<file path="src/rtl/twi_pkg.sv">
package twi_pkg;
  localparam int BYTE_W   = 8;
  localparam int PREFIX_W = 4;
  localparam int STRAP_W  = 3;
  localparam logic [PREFIX_W-1:0] DEV_PREFIX = 4'b1010;

  typedef enum logic [3:0] {
    S_IDLE,
    S_DEV,
    S_ADEV,
    S_ADR,
    S_AADR,
    S_DAT,
    S_ADAT,
    S_TX,
    S_MACK
  } state_t;
endpackage

</file>
<file path="src/rtl/twi_sync.sv">
module twi_sync #(
  parameter int STAGES = 2
) (
  input  logic clk,
  input  logic rst,
  input  logic scl_i,
  input  logic sda_i,
  output logic sda_s,
  output logic scl_rise,
  output logic scl_fall,
  output logic start_det,
  output logic stop_det
);
  logic [STAGES-1:0] scl_pipe;
  logic [STAGES-1:0] sda_pipe;
  logic scl_q, sda_q, scl_s;

  generate
    if (STAGES == 1) begin : g_one
      always_ff @(posedge clk) begin
        if (rst) begin
          scl_pipe <= '1;
          sda_pipe <= '1;
        end else begin
          scl_pipe <= scl_i;
          sda_pipe <= sda_i;
        end
      end
    end else begin : g_many
      always_ff @(posedge clk) begin
        if (rst) begin
          scl_pipe <= '1;
          sda_pipe <= '1;
        end else begin
          scl_pipe <= {scl_pipe[STAGES-2:0], scl_i};
          sda_pipe <= {sda_pipe[STAGES-2:0], sda_i};
        end
      end
    end
  endgenerate

  assign scl_s = scl_pipe[STAGES-1];
  assign sda_s = sda_pipe[STAGES-1];

  always_ff @(posedge clk) begin
    if (rst) begin
      scl_q <= 1'b1;
      sda_q <= 1'b1;
    end else begin
      scl_q <= scl_s;
      sda_q <= sda_s;
    end
  end

  assign scl_rise  = scl_s & ~scl_q;
  assign scl_fall  = ~scl_s & scl_q;
  assign start_det = scl_s & scl_q & sda_q & ~sda_s;
  assign stop_det  = scl_s & scl_q & ~sda_q & sda_s;
endmodule

</file>
<file path="src/rtl/twi_regfile.sv">
module twi_regfile #(
  parameter int ADDR_W = 8,
  parameter int DATA_W = 8
) (
  input  logic              clk,
  input  logic              we,
  input  logic [ADDR_W-1:0] waddr,
  input  logic [DATA_W-1:0] wdata,
  input  logic [ADDR_W-1:0] raddr,
  output logic [DATA_W-1:0] rdata
);
  localparam int DEPTH = 1 << ADDR_W;
  logic [DATA_W-1:0] mem [DEPTH];

  always_ff @(posedge clk) begin
    if (we) mem[waddr] <= wdata;
  end

  assign rdata = mem[raddr];
endmodule

</file>
<file path="src/rtl/twi_engine.sv">
module twi_engine
  import twi_pkg::*;
#(
  parameter int ADDR_W = 8,
  parameter int PAGE_W = 4
) (
  input  logic                clk,
  input  logic                rst,
  input  logic                sda_s,
  input  logic                scl_rise,
  input  logic                scl_fall,
  input  logic                start_det,
  input  logic                stop_det,
  input  logic [STRAP_W-1:0]  strap,
  input  logic                busy,
  input  logic [BYTE_W-1:0]   rd_data,
  output logic [ADDR_W-1:0]   ptr,
  output logic                sda_oe,
  output logic                wr_stb,
  output logic [ADDR_W-1:0]   wr_addr,
  output logic [BYTE_W-1:0]   wr_data
);
  localparam int CNT_W = $clog2(BYTE_W + 1);
  localparam logic [CNT_W-1:0] FULL = CNT_W'(BYTE_W);
  localparam logic [CNT_W-1:0] LAST = CNT_W'(BYTE_W - 1);

  state_t             state;
  logic [CNT_W-1:0]   cnt;
  logic [BYTE_W-1:0]  sh;
  logic               rw;
  logic               mack;
  logic               dev_ok;
  logic [ADDR_W-1:0]  page_next;

  assign dev_ok = (sh[BYTE_W-1 -: PREFIX_W] == DEV_PREFIX) &&
                  (sh[STRAP_W:1] == strap) && !busy;
  assign page_next = {ptr[ADDR_W-1:PAGE_W], ptr[PAGE_W-1:0] + 1'b1};

  always_ff @(posedge clk) begin
    if (rst) begin
      state   <= S_IDLE;
      cnt     <= '0;
      sh      <= '0;
      rw      <= 1'b0;
      mack    <= 1'b0;
      ptr     <= '0;
      sda_oe  <= 1'b0;
      wr_stb  <= 1'b0;
      wr_addr <= '0;
      wr_data <= '0;
    end else begin
      wr_stb <= 1'b0;
      if (start_det) begin
        state  <= S_DEV;
        cnt    <= '0;
        sda_oe <= 1'b0;
      end else if (stop_det) begin
        state  <= S_IDLE;
        cnt    <= '0;
        sda_oe <= 1'b0;
      end else begin
        unique case (state)
          S_DEV, S_ADR, S_DAT: begin
            if (scl_rise && cnt != FULL) begin
              sh  <= {sh[BYTE_W-2:0], sda_s};
              cnt <= cnt + 1'b1;
            end else if (scl_fall && cnt == FULL) begin
              cnt <= '0;
              if (state == S_DEV) begin
                if (dev_ok) begin
                  sda_oe <= 1'b1;
                  rw     <= sh[0];
                  state  <= S_ADEV;
                end else begin
                  state  <= S_IDLE;
                end
              end else if (state == S_ADR) begin
                ptr    <= sh;
                sda_oe <= 1'b1;
                state  <= S_AADR;
              end else begin
                wr_stb  <= 1'b1;
                wr_addr <= ptr;
                wr_data <= sh;
                ptr     <= page_next;
                sda_oe  <= 1'b1;
                state   <= S_ADAT;
              end
            end
          end
          S_ADEV: begin
            if (scl_fall) begin
              if (rw) begin
                sh     <= rd_data;
                sda_oe <= ~rd_data[BYTE_W-1];
                ptr    <= ptr + 1'b1;
                cnt    <= '0;
                state  <= S_TX;
              end else begin
                sda_oe <= 1'b0;
                state  <= S_ADR;
              end
            end
          end
          S_AADR, S_ADAT: begin
            if (scl_fall) begin
              sda_oe <= 1'b0;
              state  <= S_DAT;
            end
          end
          S_TX: begin
            if (scl_fall) begin
              if (cnt == LAST) begin
                sda_oe <= 1'b0;
                state  <= S_MACK;
              end else begin
                sh     <= {sh[BYTE_W-2:0], 1'b0};
                sda_oe <= ~sh[BYTE_W-2];
                cnt    <= cnt + 1'b1;
              end
            end
          end
          S_MACK: begin
            if (scl_rise) begin
              mack <= ~sda_s;
            end else if (scl_fall) begin
              if (mack) begin
                sh     <= rd_data;
                sda_oe <= ~rd_data[BYTE_W-1];
                ptr    <= ptr + 1'b1;
                cnt    <= '0;
                state  <= S_TX;
              end else begin
                state  <= S_IDLE;
              end
            end
          end
          default: begin
            sda_oe <= 1'b0;
          end
        endcase
      end
    end
  end

  // a Start always lands in a fresh device byte with the line released
  assert_start_restarts_R1: assert property (@(posedge clk) disable iff (rst)
    start_det |=> (state == S_DEV && cnt == '0 && !sda_oe));

  // idle never pulls the data line
  assert_idle_released_R3: assert property (@(posedge clk) disable iff (rst)
    (state == S_IDLE) |-> !sda_oe);

  // a full device byte seen while busy is never acknowledged
  assert_busy_refused_R9: assert property (@(posedge clk) disable iff (rst)
    (state == S_DEV && scl_fall && cnt == FULL && busy && !start_det && !stop_det)
      |=> !sda_oe);

  // drive moves only after a bus-clock fall or a Start/Stop
  assert_hold_between_falls_R11: assert property (@(posedge clk) disable iff (rst)
    (!scl_fall && !start_det && !stop_det) |=> $stable(sda_oe));
endmodule

</file>
<file path="src/rtl/twi_mem_slave.sv">
module twi_mem_slave
  import twi_pkg::*;
#(
  parameter int ADDR_W      = 8,
  parameter int PAGE_W      = 4,
  parameter int SYNC_STAGES = 2
) (
  input  logic               clk,
  input  logic               rst,
  input  logic               scl_i,
  input  logic               sda_i,
  input  logic [2:0]         strap_i,
  input  logic               busy_i,
  output logic               sda_oe_o,
  output logic               wr_stb_o,
  output logic [ADDR_W-1:0]  wr_addr_o,
  output logic [BYTE_W-1:0]  wr_data_o
);
  logic sda_s, scl_rise, scl_fall, start_det, stop_det;
  logic [ADDR_W-1:0] ptr;
  logic [BYTE_W-1:0] rd_data;

  twi_sync #(.STAGES(SYNC_STAGES)) u_sync (
    .clk       (clk),
    .rst       (rst),
    .scl_i     (scl_i),
    .sda_i     (sda_i),
    .sda_s     (sda_s),
    .scl_rise  (scl_rise),
    .scl_fall  (scl_fall),
    .start_det (start_det),
    .stop_det  (stop_det)
  );

  twi_engine #(.ADDR_W(ADDR_W), .PAGE_W(PAGE_W)) u_eng (
    .clk       (clk),
    .rst       (rst),
    .sda_s     (sda_s),
    .scl_rise  (scl_rise),
    .scl_fall  (scl_fall),
    .start_det (start_det),
    .stop_det  (stop_det),
    .strap     (strap_i),
    .busy      (busy_i),
    .rd_data   (rd_data),
    .ptr       (ptr),
    .sda_oe    (sda_oe_o),
    .wr_stb    (wr_stb_o),
    .wr_addr   (wr_addr_o),
    .wr_data   (wr_data_o)
  );

  twi_regfile #(.ADDR_W(ADDR_W), .DATA_W(BYTE_W)) u_mem (
    .clk   (clk),
    .we    (wr_stb_o),
    .waddr (wr_addr_o),
    .wdata (wr_data_o),
    .raddr (ptr),
    .rdata (rd_data)
  );

  // every write strobe lasts exactly one cycle
  assert_single_strobe_R4: assert property (@(posedge clk) disable iff (rst)
    wr_stb_o |=> !wr_stb_o);
endmodule

</file>
<file path="config.mk">
export PLATFORM = sky130hd
export DESIGN_NAME = twi_mem_slave
export DESIGN_NICKNAME = d
export VERILOG_FILES = /design/src/rtl/twi_pkg.sv /design/src/rtl/twi_sync.sv /design/src/rtl/twi_regfile.sv /design/src/rtl/twi_engine.sv /design/src/rtl/twi_mem_slave.sv
export SDC_FILE = /design/constraint.sdc
export NUM_CORES = 2
export LEC_CHECK = 0
export ABC_CLOCK_PERIOD_IN_PS = 5600
export BUFFER_PORTS_ARGS = -buffer_cell sky130_fd_sc_hd__buf_4
export CAP_MARGIN = 10
export CORE_MARGIN = 1.5
export CORE_UTILIZATION = 48
export CTS_BUF_LIST = sky130_fd_sc_hd__clkbuf_8
export DETAILED_ROUTE_END_ITERATION = 6
export PLACE_DENSITY = 0.59
export SETUP_SLACK_MARGIN = 0.1
export SYNTH_ARGS = -nofsm -noshare
export SYNTH_HDL_FRONTEND = slang
export SYNTH_SLANG_ARGS = --single-unit
export TNS_END_PERCENT = 5
</file>
<file path="constraint.sdc">
create_clock -name clk -period 5.6 [get_ports clk]
set_clock_uncertainty 0.2 [all_clocks]
set_input_delay 0.56 -clock clk [delete_from_list [all_inputs] [get_ports clk]]
set_output_delay 0.56 -clock clk [all_outputs]
set_load 0.03 [all_outputs]
</file>
==> metrics.md <==
| Metric | Value |
|---|---|
| Peak VDD IR | `251 uV` |
| Power share of the combinational group | `0.121` |
| Skew-Pair Late Insertion Delay | `approximately 1.1 ns` |
| Worst path most repeated cell | `buf_4` |
| Setup violators final | `0` |
| Post-DRT Antenna Nets | `0` |
| Post-synthesis sequential area ratio | `0.761` |
| Crit. End Element | `flip-flop` |
| GRT Overall Usage | `0.249` |
| Yosys Warn Count | `0` |
| Largest net degree at the start of global routing | `174` |
| Most numerous cell in the Yosys netlist | `edfxtp_1` |
| Row cnt | `approximately 150` |
| Die Width | `between 400 and 500 um` |
| Rel. slew slack | `0.175` |
| Post-DP HPWL | `129 mm` |
| Avg Inst Size Synth | `21.3 um2` |
| First-pass GRT wire length | `306 mm` |
| TritonCTS buffer count | `353` |
| Core Region | `roughly 170000 um2` |
| Detailed Route Iter0 Violations | `roughly 4800` |
| Clk pwr share | `0.368` |
| Asr flop ratio synth | `0` |
| EDFF count, synth | `2048` |
| Gr ovfl total | `0` |
| Fin area | `91300 um2` |
| Finished Layout Cells | `approximately 6600` |
| Routed WL | `about 220 mm` |
| Global placer's final weighted congestion | `0.891` |
| Vias in the first global route | `41028` |
| Measured slew at the worst slew-check pin | `around 1.2 ns` |
| Crit path max-delay cell type | `dfxtp_4` |
| H-tree depth | `5` |
| Die footprint | `174000 um2` |
| Syn nets | `3874` |
| Outcome | `complete, no violations` |
| Synth Flop Type | `edfxtp_1` |
| Placed cell area | `roughly 85000 um2` |
| Post-layout min period | `4.27 ns` |
| Share of cells above drive strength 1 | `0.268` |
| Seq pwr share | `0.512` |
| Total setup buffers inserted after CTS | `0` |
| # clock sinks | `approximately 2100` |
| Die span in y | `~420 um` |
| Min-delay worst type | `in -> reg` |
| Slew Limit Fails | `0` |
| Initial Util | `0.484` |
| Synth Register Bits | `around 2100` |
| Leading area contributor after synthesis | `edfxtp_1` |
| First drt pass iteration count | `5` |
| Cell Chain, Critical Path | `buf_4, buf_4, mux4_2, mux2i_1, o21ai_1, a211o_1, a222oi_1, a21oi_1, o211a_1` |
| Clock Tree Buf Depth | `4` |
| Setup TNS Final | `0 ns` |
| Switch share | `0.245` |
| Synthesized instance count | `about 3900` |
| Net switching power | `8.21 mW` |
| Post-layout util | `0.538` |
| CTS Root Cell | `clkbuf_8` |
| Vias post-DR | `around 40000` |
| Mapped cell area | `82200 um2` |
| Slowest stage delay, CP | `0.87 ns` |
| Most frequent cells after synthesis | `2048 x edfxtp_1, 566 x mux4_2, 304 x nor2_1, 120 x mux2i_1, 106 x nand2_1` |
| Area Growth Syn to Fin | `11.2%` |
| Worst EP required | `~6.3 ns` |
| Crit path arrival time | `~5.0 ns` |
| Ranking of synthesized cells by area | `edfxtp_1 75%, mux4_2 16%, mux2i_1 1.5%` |
| Pwr per Cell Area | `roughly 370 nW/um2` |
| Post-synth top area share | `0.748` |
| Fmax | `0.234 GHz` |
| Fin crit share | `0.763` |
| CP startpoint kind | `flip-flop` |
| Max Cap Viol | `0` |
| Initial antenna violation count | `6` |
| I/O Buffers | `25` |
| Internal power | `approximately 25 mW` |
| DR WL/cell | `between 30 and 40 um` |
| Vias per cell | `6.22` |
| Overall Power | `33.5 mW` |
| Post-synthesis cell type count | `a little over 70` |
| Residual DRC | `0` |
| Worst-path fanout max | `35` |
| RSZ-0062 raised after global routing | `no` |
| IO Count | `26` |
| Crit Path Category | `reg -> reg` |
| TritonCTS clock tree | `yes` |
| Total leakage power | `between 20 and 30 nW` |
| Dpl cells | `between 5000 and 6000` |
| Final net count | `4136` |
| Clk pin slew, worst setup/hold paths | `0.06 ns` |
| Final Hold Viols | `0` |
through the flow:
| stage | hold WS [ns] | worst slack, ns |
|---|---|---|
| after global placement | 0.232 | 1.28 |
| final | 0.145 | 1.33 |
| after global routing | 0.173 | 1.24 |
| after detailed placement | 0.222 | 1.34 |
| after CTS | 0.0365 | 1.32 |
| after floorplan | 0.189 | 0.914 |
layer usage:
metal | share of wire | track usage
met1 | 0.42 | 0.362
met2 | 0.46 | 0.375
met3 | 0.083 | 0.0551
met4 | 0.032 | 0.0868
met5 | 0.00016 | 0
cells by family after synthesis:
logic type | count (synthesis) | share of synthesized area
buf+inv | 246 | 0.0164
simple gates | 568 | 0.0303
xor+xnor | 10 | 0.00107
flops | 2098 | 0.761
fa+ha+maj | 3 | 0.000457
compound gates | 243 | 0.0203
mux | 695 | 0.171
power groups by stage:
stage               sequential (mW)  clock, mW  combinational [mW]
floorplan                      17.3          0                3.01
global placement               17.5          0                4.04
detailed placement             17.5          0                4.05
CTS                            17.1       12.6                4.07
global route                   17.1       13.2                4.24
finish                         17.1       12.3                4.04
worst max-delay path, delay by kind of cell, from the launching register on:
family,cells,cell delay (ns)
compound gates,5,1.66
flops,1,0.87
buf+inv,2,0.86
mux,2,0.50
final timing paths:
| kind | start | end | slack [ns] | cells past startpoint |
|---|---|---|---|---|
| hold / removal | strap_i[2] | u_eng.rw$_SDFFE_PP0P_ | 0.14 | 7 |
| hold reg to reg | u_sync.scl_pipe[0]$_SDFF_PP1_ | u_sync.scl_pipe[1]$_SDFF_PP1_ | 0.27 | 1 |
| setup / recovery | u_eng.ptr[1]$_SDFFE_PP0P_ | u_eng.sh[0]$_SDFFE_PP0P_ | 1.33 | 9 |
| setup reg to reg | u_eng.ptr[1]$_SDFFE_PP0P_ | u_eng.sh[0]$_SDFFE_PP0P_ | 1.33 | 9 |
layout make-up:
class	count	area (um2)
Sequential cell	2098	62500
Fill cell	13097	78300
Tap cell	2218	2780
Timing Repair Buffer	144	1430
Multi-Input combinational cell	1519	18400
Clock inverter	231	1090
Inverter	9	33.8
Clock buffer	370	5090
Antenna cell	2	5.00
layout by cell type (no fill, tap or decap), drive strengths merged, types with 64 or more instances in the layout:
cell type,count
nand2,106
inv,112
edfxtp,2048
buf,136
clkinv,120
mux2i,120
a21oi,64
nor2,304
mux4,566
clkbuf,370
registers in the layout, summed over array words and instances, names as in the netlist, 2 cells and up:
signal,count
u_sync.scl_pipe,2
u_mem.mem,2048
u_eng.state,4
u_eng.ptr,8
u_eng.cnt,4
u_eng.sh,8
u_sync.sda_pipe,2
u_eng.wr_data,8
u_eng.wr_addr,8
repair_timing:
item | in CTS | in global routing
hold endpoints to repair | 41 | 0
gates resized for setup | 0 | 0
hold buffers | 8 | 0
(Power assumes the default switching activity.)
